--- src/rtl/cft_pkg.sv ---
package cft_pkg;

   // Variant of a compare channel: active from the compare point to the
   // end of the frame, or active on the compare point alone.
   typedef enum logic {
      CH_LEVEL = 1'b0,
      CH_PULSE = 1'b1
   } chan_mode_e;

   // Counter width needed to hold 0 .. period-1.
   function automatic int cnt_width(input int period);
      return (period <= 2) ? 1 : $clog2(period);
   endfunction

endpackage

--- src/rtl/cft_period_counter.sv ---
module cft_period_counter #(
   parameter int PERIOD = 2250,
   parameter int W      = 12
) (
   input  logic         clk,
   input  logic         rst_n,
   input  logic         enable,
   output logic [W-1:0] cnt_nxt,
   output logic         run_nxt
);

   localparam logic [W-1:0] LAST = W'(PERIOD - 1);

   logic [W-1:0] cnt_q;
   logic         run_q;

   // Next count: held at 0 while stopped, restarts at 0 on the first
   // running cycle, otherwise steps and wraps at the end of the frame.
   always_comb begin
      if (!enable || !run_q) begin
         cnt_nxt = '0;
      end else if (cnt_q == LAST) begin
         cnt_nxt = '0;
      end else begin
         cnt_nxt = cnt_q + 1'b1;
      end
   end

   assign run_nxt = enable;

   always_ff @(posedge clk or negedge rst_n) begin
      if (!rst_n) begin
         cnt_q <= '0;
         run_q <= 1'b0;
      end else begin
         cnt_q <= cnt_nxt;
         run_q <= run_nxt;
      end
   end

endmodule

--- src/rtl/cft_cmp_chan.sv ---
module cft_cmp_chan
   import cft_pkg::*;
#(
   parameter int         W          = 12,
   parameter int         CMP        = 0,
   parameter chan_mode_e MODE       = CH_PULSE,
   parameter bit         ACTIVE_LOW = 1'b0
) (
   input  logic         clk,
   input  logic         rst_n,
   input  logic         run_nxt,
   input  logic [W-1:0] cnt_nxt,
   output logic         q
);

   logic hit;
   logic act;

   generate
      if (MODE == CH_LEVEL) begin : g_level
         if (CMP == 0) begin : g_whole
            assign hit = 1'b1;
         end else begin : g_tail
            assign hit = (cnt_nxt >= W'(CMP));
         end
      end else begin : g_pulse
         assign hit = (cnt_nxt == W'(CMP));
      end
   endgenerate

   assign act = run_nxt & hit;

   // Registered so that the output pin never glitches on counter carries.
   always_ff @(posedge clk or negedge rst_n) begin
      if (!rst_n) begin
         q <= ACTIVE_LOW;
      end else begin
         q <= act ^ ACTIVE_LOW;
      end
   end

endmodule

--- src/rtl/conv_frame_timer.sv ---
module conv_frame_timer
   import cft_pkg::*;
#(
   parameter int PERIOD   = 2250,
   parameter int CS_CMP   = 225,
   parameter int TRIG_CMP = 725
) (
   input  logic clk,
   input  logic rst_n,
   input  logic enable,
   output logic adc_cs_n,
   output logic burst_trig,
   output logic frame_start
);

   localparam int CNT_W = cnt_width(PERIOD);

   // Elaboration-time parameter checks.
   if (PERIOD < 2) begin : g_bad_period
      $error("conv_frame_timer: PERIOD must be at least 2");
   end
   if (CS_CMP < 0 || CS_CMP >= PERIOD) begin : g_bad_cs
      $error("conv_frame_timer: CS_CMP must lie inside the frame");
   end
   if (TRIG_CMP < CS_CMP || TRIG_CMP >= PERIOD) begin : g_bad_trig
      $error("conv_frame_timer: TRIG_CMP must lie in the active chip-select window");
   end

   logic [CNT_W-1:0] cnt_nxt;
   logic             run_nxt;

   cft_period_counter #(
      .PERIOD (PERIOD),
      .W      (CNT_W)
   ) u_cnt (
      .clk     (clk),
      .rst_n   (rst_n),
      .enable  (enable),
      .cnt_nxt (cnt_nxt),
      .run_nxt (run_nxt)
   );

   cft_cmp_chan #(
      .W          (CNT_W),
      .CMP        (CS_CMP),
      .MODE       (CH_LEVEL),
      .ACTIVE_LOW (1'b1)
   ) u_cs (
      .clk     (clk),
      .rst_n   (rst_n),
      .run_nxt (run_nxt),
      .cnt_nxt (cnt_nxt),
      .q       (adc_cs_n)
   );

   cft_cmp_chan #(
      .W          (CNT_W),
      .CMP        (TRIG_CMP),
      .MODE       (CH_PULSE),
      .ACTIVE_LOW (1'b0)
   ) u_trig (
      .clk     (clk),
      .rst_n   (rst_n),
      .run_nxt (run_nxt),
      .cnt_nxt (cnt_nxt),
      .q       (burst_trig)
   );

   cft_cmp_chan #(
      .W          (CNT_W),
      .CMP        (0),
      .MODE       (CH_PULSE),
      .ACTIVE_LOW (1'b0)
   ) u_frame (
      .clk     (clk),
      .rst_n   (rst_n),
      .run_nxt (run_nxt),
      .cnt_nxt (cnt_nxt),
      .q       (frame_start)
   );

endmodule

--- config.mk ---
export PLATFORM = sky130hd
export DESIGN_NAME = conv_frame_timer
export DESIGN_NICKNAME = d
export VERILOG_FILES = /design/src/rtl/cft_pkg.sv /design/src/rtl/cft_period_counter.sv /design/src/rtl/cft_cmp_chan.sv /design/src/rtl/conv_frame_timer.sv
export SDC_FILE = /design/constraint.sdc
export NUM_CORES = 1
export LEC_CHECK = 0
export ABC_AREA = 0
export BUFFER_PORTS_ARGS = -buffer_cell sky130_fd_sc_hd__buf_2
export CAP_MARGIN = 20
export CELL_PAD_IN_SITES_DETAIL_PLACEMENT = 0
export CELL_PAD_IN_SITES_GLOBAL_PLACEMENT = 1
export CORE_MARGIN = 1.5
export CORE_UTILIZATION = 45
export CTS_CLUSTER_DIAMETER = 80
export DETAILED_ROUTE_END_ITERATION = 8
export GPL_TIMING_DRIVEN = 1
export PLACE_DENSITY = 0.81
export SYNTH_ARGS = -nofsm -noshare
export SYNTH_HDL_FRONTEND = slang
export SYNTH_SLANG_ARGS = --single-unit
--- constraint.sdc ---
create_clock -name clk -period 2.5 [get_ports clk]
set_input_delay 0.25 -clock clk [delete_from_list [all_inputs] [get_ports clk]]
set_output_delay 0.25 -clock clk [all_outputs]
set_load 0.01 [all_outputs]
==> results.json, run 1 <==
{
  "synth_ff_type": "dfrtp_1",
  "status": "finished clean",
  "io_buffers": 5,
  "routed_wl_um": 1680,
  "syn_area_um2": 940,
  "cts_resized": 0,
  "clk_latency_ns": 0.29,
  "p_switching_mw": 0.103,
  "whs_path_depth": 1,
  "die-width_um": 48.7,
  "seq_power_share_pct": 61.0,
  "syn_area_per_cell_um2": 9.89,
  "dp_hpwl_um": 1180,
  "overflow": 0,
  "timing.fmax_mhz": 485,
  "grt_max_degree": 17,
  "clock_skew_ns": 0.00805,
  "cts-root-buf": "clkbuf_4",
  "max-cap-violations": 0,
  "cts.sinks": 16,
  "ir_drop_v": 0.000254,
  "coreArea_um2": 1960,
  "cts_tree": "done",
  "fin_cells": 127,
  "ant_nets": 0,
  "power.density_nw_per_um2": 436,
  "syn_nets": 100,
  "fillers": 199,
  "drv_slew": 0,
  "period_minus_slack_ns": 2.06,
  "yosysUniqueCellTypes": 36,
  "pwr-share-clk_pct": 33.9,
  "area_growth_pct": 6.39,
  "routed_via_density": 5.36,
  "place.gp.congestion": 0.797,
  "worst_pin_slew_ns": 0.451,
  "path_class": "register to register",
  "num_vias": 681,
  "io_pins": 6,
  "seq_area_frac_synth_pct": 42.7,
  "p_int_mw": 0.332,
  "htreeDepth": 1,
  "combPwrFrac_pct": 5.1,
  "final_nets": 106,
  "std_cell_rows": 16,
  "setup_violations": 0,
  "switching_share_pct": 23.7,
  "final_cell_mix": "nor2_1, dfrtp_1, xnor2_1",
  "p_leak_nw": 0.389,
  "track_usage_pct": 16.6,
  "netlist_instances": 95,
  "die_height_um": 48.7,
  "diodes": 0,
  "die_area_um2": 2370,
  "async_flop_share_pct": 100,
  "synth-seq-cells": 16,
  "critPathLaunchType": "register",
  "worst_slew_margin_rel_pct": 69.8,
  "remaining_drc_errors": 0,
  "synth_edf_count": 0,
  "final_common_cell": "nor2_1",
  "fin_crit_sh_pct": 82.5,
  "cts.clk_slew.worst_paths_ns": 0.10,
  "worstPathRequired_ns": 2.68,
  "drt_iter0_drc": 8,
  "rsz0062_at_grt": "no",
  "cts_made_buffers": 3,
  "grt_pass1_wl_um": 2940,
  "crit_fanout": 15,
  "ys_warn_count": 0,
  "hold_path_class": "input port to register",
  "clock_path_buffers": 2,
  "rr_worst_depth": 6,
  "drt_pre_antenna_iters": 4,
  "cp-end-kind": "register",
  "wl_per_cell_um": 13.3,
  "worst_ep_arrival_time_ns": 2.25,
  "fin_tns_setup_ns": 0,
  "grt_pass1_vias": 624,
  "initial_core_util_pct": 47.9,
  "drive_gt1_share_pct": 19.0,
  "hold_viol": 0,
  "grt_antenna_before_repair": 0,
  "dpl.cell_count": 122
}
## sequential cells by signal, summed over array words and instances (netlist names)
name	count
u_cnt.run_q	1
u_trig.q	1
u_frame.q	1
u_cnt.cnt_q	12
u_cs.q	1
## Yosys cell counts (2+ instances only)
master / number / area share, %
nand2_1: 6 / 2.4
nand3_1: 3 / 1.6
nand4b_1: 2 / 1.9
and3_1: 2 / 1.3
xnor2_1: 8 / 7.5
nor2_1: 16 / 6.4
nand3_2: 2 / 2.1
xor2_1: 4 / 3.7
nor3_1: 3 / 1.6
or2_2: 2 / 1.3
dfrtp_1: 15 / 40
buf_4: 4 / 3.2
a21oi_1: 4 / 2.1
ha_1: 2 / 2.7
## repair_timing
item                                   in CTS  in global routing
setup buffers                               0                  0
hold buffers                                1                  0
endpoints found under the hold margin      15                  0
## power groups by stage
stage          Combinational (mW)  Clock [mW]  Sequential (mW)
6_report                   0.0222       0.148            0.266
5_1_grt                    0.0255       0.167            0.266
4_1_cts                    0.0227       0.150            0.266
3_5_place_dp               0.0215           0            0.271
3_3_place_gp               0.0211           0            0.271
2_1_floorplan              0.0114           0            0.271
## worst paths after layout
path,from,end,slack (ns)
setup / recovery,u_cnt.cnt_q[0],u_trig.q,0.44
hold / removal,enable,u_cnt.run_q,0.10
setup reg to reg,u_cnt.cnt_q[0],u_trig.q,0.44
hold reg to reg,u_cnt.cnt_q[0],u_cnt.cnt_q[0],0.62
max in group asynchronous,rst_n,u_cs.q,1.80
min in group asynchronous,rst_n,u_cnt.cnt_q[3],0.39
## final cells by class
| cell class | instances | area, µm² | share of cell area [%] |
|---|---|---|---|
| tap | 27 | 33.8 | 3.38 |
| multi-input combinational | 73 | 499 | 49.9 |
| timing repair buffer | 6 | 35.0 | 3.50 |
| clock buffer | 4 | 26.3 | 2.63 |
| sequential | 16 | 402 | 40.2 |
| inverter | 1 | 3.75 | 0.375 |
## per-layer routing
metal,vias to the layer above,wire length [µm],global-route usage [%]
li1,339,-,-
met5,-,0,0
met4,0,29,9.52
met3,4,73,4.01
met1,320,845,23.1
met2,18,736,23.3
## critical path, stage by stage, from the launching register on
cell and delay [ns]:
dfrtp_1 0.49, ha_1 0.19, nand4b_1 0.09, or4_4 0.44, o211ai_4 0.43, a31oi_1 0.10, and4bb_1 0.21
## through the flow
| stage | hold slack (ns) | worst slack, ns | area, µm² | power, mW | utilization [%] |
|---|---|---|---|---|---|
| after floorplan | -0.0456 | 0.756 | 940 | 0.282 | - |
| after global placement | 0.174 | 0.521 | 963 | 0.292 | 49.1 |
| after detailed placement | 0.179 | 0.452 | 963 | 0.292 | 49.1 |
| after CTS | 0.0992 | 0.423 | 1000 | 0.439 | 51.0 |
| after global routing | 0.0940 | 0.328 | 1000 | 0.459 | 51.0 |
| final | 0.103 | 0.438 | 1000 | 0.436 | 51.0 |
## kinds of logic after synthesis
family                   count (synthesis)  share of synthesized area, %
AND/OR/NAND/NOR                         46                          27.8
buffers and inverters                    6                          4.13
XOR/XNOR                                12                          11.2
adder cells (fa/ha/maj)                  2                          2.66
AO/OA/AOI/OAI                           12                          10.4
multiplexers                             1                          1.07
flip-flops                              16                          42.7
Power figures use the tool's default switching activity.
==> inputs of run 2 (changes only) <==
Clock period 2.5 ns to 2.05 ns, I/O delays scaled along.
==> run 2 against run 1 <==
Clock power increased by 39%; sequential cell count unchanged; critical path depth unchanged; non-clock buffer count increased by 3; setup slack got worse by 0.29 ns; total power increased by 29%; hold slack got worse by 0.023 ns; sequential power increased by 22%; clock-buffer cell count unchanged; critical path type unchanged; largest cell class unchanged; largest power group unchanged; highest routed layer unchanged.
==> results.json, run 2 (synthesis gave the netlist of run 1 again) <==
{
  "die-width_um": 48.7,
  "period_minus_slack_ns": 1.90,
  "final_common_cell": "nor2_1",
  "num_vias": 685,
  "pwr-share-clk_pct": 36.7,
  "hold_viol": 0,
  "ir_drop_v": 0.000233,
  "overflow": 0,
  "dr.max_layer_used": "met4",
  "place.gp.congestion": 0.860,
  "drt_iter0_drc": 6,
  "clock_path_buffers": 2,
  "switching_share_pct": 21.5,
  "cts_resized": 0,
  "drt_pre_antenna_iters": 4,
  "holdWs_ns": 0.0802,
  "dr_wl_met3_um": 55,
  "grt_pass1_wl_um": 3110,
  "clk_latency_ns": 0.28,
  "track_usage_pct": 17.1,
  "power.density_nw_per_um2": 543,
  "fin_tns_setup_ns": 0,
  "fin_crit_sh_pct": 92.8,
  "crit_fanout": 8,
  "cts-root-buf": "clkbuf_4",
  "diodes": 0,
  "timing.fmax_mhz": 526,
  "final_cell_mix": "nor2_1, dfrtp_1, xnor2_1",
  "area_growth_pct": 9.85,
  "dr_wl_met2_um": 847,
  "coreArea_um2": 1960,
  "reg2reg_slack_ns": 0.15,
  "cts.clk_slew.worst_paths_ns": 0.09,
  "drv_slew": 0,
  "die_area_um2": 2370,
  "std_cell_rows": 16,
  "io_pins": 6,
  "path_class": "register to register",
  "wl_per_cell_um": 13.6,
  "routed_via_density": 5.27,
  "largest_reg_flops": 12,
  "combPwrFrac_pct": 5.5,
  "grt_max_degree": 17,
  "dp_hpwl_um": 1330,
  "p_leak_nw": 0.408,
  "cts_tree": "done",
  "worst_ep_arrival_time_ns": 2.08,
  "final_nets": 109,
  "grt_antenna_before_repair": 0,
  "setup_violations": 0,
  "worst_pin_slew_ns": 0.375,
  "met1_length_um": 843,
  "clock_skew_ns": 0.000387,
  "cts_made_buffers": 3,
  "critPathLaunchType": "register",
  "rsz0062_at_grt": "no",
  "ant_nets": 0,
  "postCtsSetupRepairBufs": 0,
  "worst_slew_margin_rel_pct": 74.8,
  "p_int_mw": 0.440,
  "regMostFlops": "u_cnt.cnt_q",
  "routed_wl_um": 1760,
  "hold_path_class": "input port to register",
  "grt_pass1_vias": 699,
  "p_switching_mw": 0.121,
  "seq_power_share_pct": 57.8,
  "cp-end-kind": "register",
  "htreeDepth": 1,
  "drive_gt1_share_pct": 22.3,
  "cts.sinks": 16,
  "io_buffers": 5,
  "die_height_um": 48.7,
  "max-cap-violations": 0,
  "worstPathRequired_ns": 2.23,
  "remaining_drc_errors": 0,
  "status": "finished clean",
  "initial_core_util_pct": 47.9
}
[run 2: worst paths after layout]
path	cells past startpoint	from	end
worst max-delay path	6	u_cnt.cnt_q[0]	u_trig.q
worst min-delay path	1	enable	u_cnt.run_q
worst max register to register	6	u_cnt.cnt_q[0]	u_trig.q
worst min register to register	1	u_cnt.cnt_q[0]	u_cnt.cnt_q[0]
max in group asynchronous	2	rst_n	u_cs.q
min in group asynchronous	2	rst_n	u_cnt.cnt_q[3]
[run 2: through the flow]
step	setup slack [ns]	cell area (µm²)	power (mW)	std cells	util, %
floorplan	0.306	940	0.344	95	-
global placement	0.144	986	0.359	125	50.3
detailed placement	0.157	986	0.360	125	50.3
CTS	0.129	1030	0.568	130	52.6
global route	0.0150	1030	0.591	130	52.6
finish	0.148	1030	0.561	130	52.6
[run 2: per-layer routing]
| metal | GRT usage, % | up-vias |
|---|---|---|
| met1 | 22.6 | 330 |
| met4 | 7.14 | 0 |
| li1 | - | 345 |
| met5 | 0 | - |
| met3 | 2.78 | 2 |
| met2 | 27.6 | 8 |
[run 2: worst max-delay path, cell delays in order (launching register included)]
cell	delay, ns
dfrtp_1	0.48
ha_1	0.19
nand4b_1	0.09
or4_4	0.44
o211ai_4	0.31
a31oi_1	0.09
and4bb_1	0.20
[run 2: layout make-up]
| class | count | area, µm² |
|---|---|---|
| clock buffer | 4 | 36.3 |
| fill | 195 | 930 |
| inverter | 1 | 3.75 |
| multi-input combinational | 73 | 499 |
| sequential | 16 | 402 |
| tap | 27 | 33.8 |
| timing repair buffer | 9 | 57.6 |
[run 2: what timing repair did]
item | CTS | global route
hold buffers | 1 | 0
setup endpoints to repair | 0 | 0
endpoints found under the hold margin | 15 | 0
[run 2: power by group through the flow]
| stage | logic, mW | clock network [mW] | registers (mW) |
|---|---|---|---|
| 4_1_cts | 0.0314 | 0.213 | 0.324 |
| 2_1_floorplan | 0.0140 | 0 | 0.330 |
| 3_3_place_gp | 0.0294 | 0 | 0.330 |
| 6_report | 0.0307 | 0.206 | 0.324 |
| 3_5_place_dp | 0.0300 | 0 | 0.330 |
| 5_1_grt | 0.0346 | 0.232 | 0.325 |
==> inputs of run 3 (changes only) <==
Settings changed: CELL_PAD_IN_SITES_DETAIL_PLACEMENT 0 to 1.
==> run 3 against run 2 <==
Maximum frequency down 1.1%; register-to-register slack worse by 0.02 ns; core utilization up 0.45 points; combinational power about the same; clock-buffer cell count unchanged; cell count unchanged; clock skew about the same; critical path depth up 1.
==> results.json, run 3 (synthesis gave the netlist of run 1 again) <==
{
  "worst_slew_margin_rel_pct": 75.8,
  "cts.clk_slew.worst_paths_ns": 0.09,
  "max-cap-violations": 0,
  "switching_share_pct": 22.3,
  "htreeDepth": 1,
  "min_to": "u_cnt.run_q",
  "clock_path_buffers": 2,
  "grt_pass1_wl_um": 3730,
  "cts.sinks": 16,
  "remaining_drc_errors": 0,
  "r2r_end": "u_trig.q",
  "cts-root-buf": "clkbuf_4",
  "pwr-share-clk_pct": 37.3,
  "routed_wl_um": 2080,
  "track_usage_pct": 20.8,
  "seq_area_um2": 403,
  "dp_hpwl_um": 1540,
  "p_int_mw": 0.441,
  "critPathLaunchType": "register",
  "diodes": 0,
  "worstPathRequired_ns": 2.24,
  "clk_latency_ns": 0.29,
  "std_cell_rows": 16,
  "p_switching_mw": 0.127,
  "reg2reg_slack_ns": 0.13,
  "cts_made_buffers": 3,
  "hold_path_class": "input port to register",
  "place.gp.congestion": 0.860,
  "seq_power_share_pct": 57.2,
  "combPwrFrac_pct": 5.4,
  "grt_antenna_before_repair": 0,
  "io_buffers": 5,
  "clock_skew_ns": 0.000764,
  "p_leak_nw": 0.404,
  "dpl.cell_count": 125,
  "wl_per_cell_um": 16.0,
  "drive_gt1_share_pct": 25.2,
  "grt_pass1_vias": 762,
  "routed_via_density": 5.56,
  "path_class": "register to register",
  "initial_core_util_pct": 47.9,
  "fin_cells": 130,
  "cts_tree": "done",
  "drv_slew": 0,
  "regMostFlops": "u_cnt.cnt_q",
  "whs_path_depth": 1,
  "cp-end-kind": "register",
  "largest_reg_flops": 12,
  "coreArea_um2": 1960,
  "ir_drop_v": 0.000338,
  "overflow": 0,
  "num_vias": 723,
  "hold_start": "enable",
  "period_minus_slack_ns": 1.92,
  "worst_ep_arrival_time_ns": 2.12,
  "final_cell_mix": "nor2_1, dfrtp_1, xnor2_1",
  "fin_crit_sh_pct": 93.8,
  "ant_nets": 0,
  "drt_pre_antenna_iters": 3,
  "worst_pin_slew_ns": 0.360,
  "setup_violations": 0,
  "die_height_um": 48.7,
  "power.density_nw_per_um2": 545,
  "status": "finished clean",
  "multi_input_area_um2": 507,
  "crit_fanout": 7,
  "fin_tns_setup_ns": 0,
  "die_area_um2": 2370,
  "timing.fmax_mhz": 520,
  "hold_viol": 0,
  "rsz0062_at_grt": "no",
  "io_pins": 6,
  "final_common_cell": "nor2_1",
  "grt_max_degree": 17,
  "drt_iter0_drc": 5,
  "die-width_um": 48.7,
  "r2r-start": "u_cnt.cnt_q[1]",
  "area_growth_pct": 10.8,
  "rr_worst_depth": 7,
  "fillers": 232,
  "final_nets": 109
}
[run 3: cell types whose count changed in the layout (fill, tap and decap cells not counted)]
cell,before,now
ha_1,2,1
dfrtp_2,0,1
ha_2,0,1
nor3_1,3,2
nor3_2,0,1
dfrtp_1,15,14
[run 3: critical path: stages, from the launching register on]
cell	delay, ns
dfrtp_1	0.44
inv_1	0.08
ha_1	0.13
nand4b_1	0.10
or4_4	0.45
o211ai_4	0.32
a31oi_1	0.11
and4bb_1	0.20
[run 3: worst max-delay path by stage]
stage          cells past startpoint      startpoint        end  slack [ns]
2_1_floorplan                      6  u_cnt.cnt_q[0]   u_trig.q        0.31
3_3_place_gp                       6  u_cnt.cnt_q[0]   u_trig.q        0.14
3_5_place_dp                       6  u_cnt.cnt_q[0]   u_trig.q        0.11
4_1_cts                            6  u_cnt.cnt_q[0]  u_frame.q        0.08
5_1_grt                            7  u_cnt.cnt_q[1]   u_trig.q        0.02
6_report                           7  u_cnt.cnt_q[1]   u_trig.q        0.13
[run 3: area by class of cell]
cell class | count | share of cell area [%]
inverter | 1 | 0.361
multi-input combinational | 73 | 48.7
sequential | 16 | 38.7
timing repair buffer | 9 | 5.53
tap | 27 | 3.25
clock buffer | 4 | 3.49
[run 3: layer usage]
layer,track usage [%],wire length (µm),up-vias
met1,25.8,919,360
met4,7.14,39,0
li1,-,-,346
met5,0,0,-
met3,3.70,58,6
met2,36.1,1060,11
[run 3: power by group through the flow]
| stage | Sequential, mW | Combinational [mW] | Clock, mW |
|---|---|---|---|
| CTS | 0.324 | 0.0313 | 0.216 |
| finish | 0.325 | 0.0308 | 0.212 |
| detailed placement | 0.331 | 0.0297 | 0 |
| global route | 0.325 | 0.0344 | 0.231 |
| floorplan | 0.330 | 0.0140 | 0 |
| global placement | 0.330 | 0.0294 | 0 |
[run 3: repair_timing]
| item | 4_1_cts | 5_1_grt |
|---|---|---|
| setup endpoints to repair | 0 | 3 |
| buffers inserted | 0 | 0 |
| gates resized for setup | 0 | 3 |
| hold buffers | 1 | 0 |
| endpoints found under the hold margin | 15 | 0 |
[run 3: stage by stage]
stage / utilization, % / worst slack, ns / hold slack [ns] / power, mW / cell area (µm²)
4_1_cts: 52.6 / 0.0769 / 0.0659 / 0.571 / 1030
3_5_place_dp: 50.3 / 0.109 / 0.131 / 0.360 / 986
3_3_place_gp: 50.3 / 0.144 / 0.130 / 0.359 / 986
5_1_grt: 53.1 / 0.0203 / 0.0617 / 0.591 / 1040
2_1_floorplan: - / 0.306 / -0.0906 / 0.344 / 940
6_report: 53.1 / 0.126 / 0.0650 / 0.567 / 1040
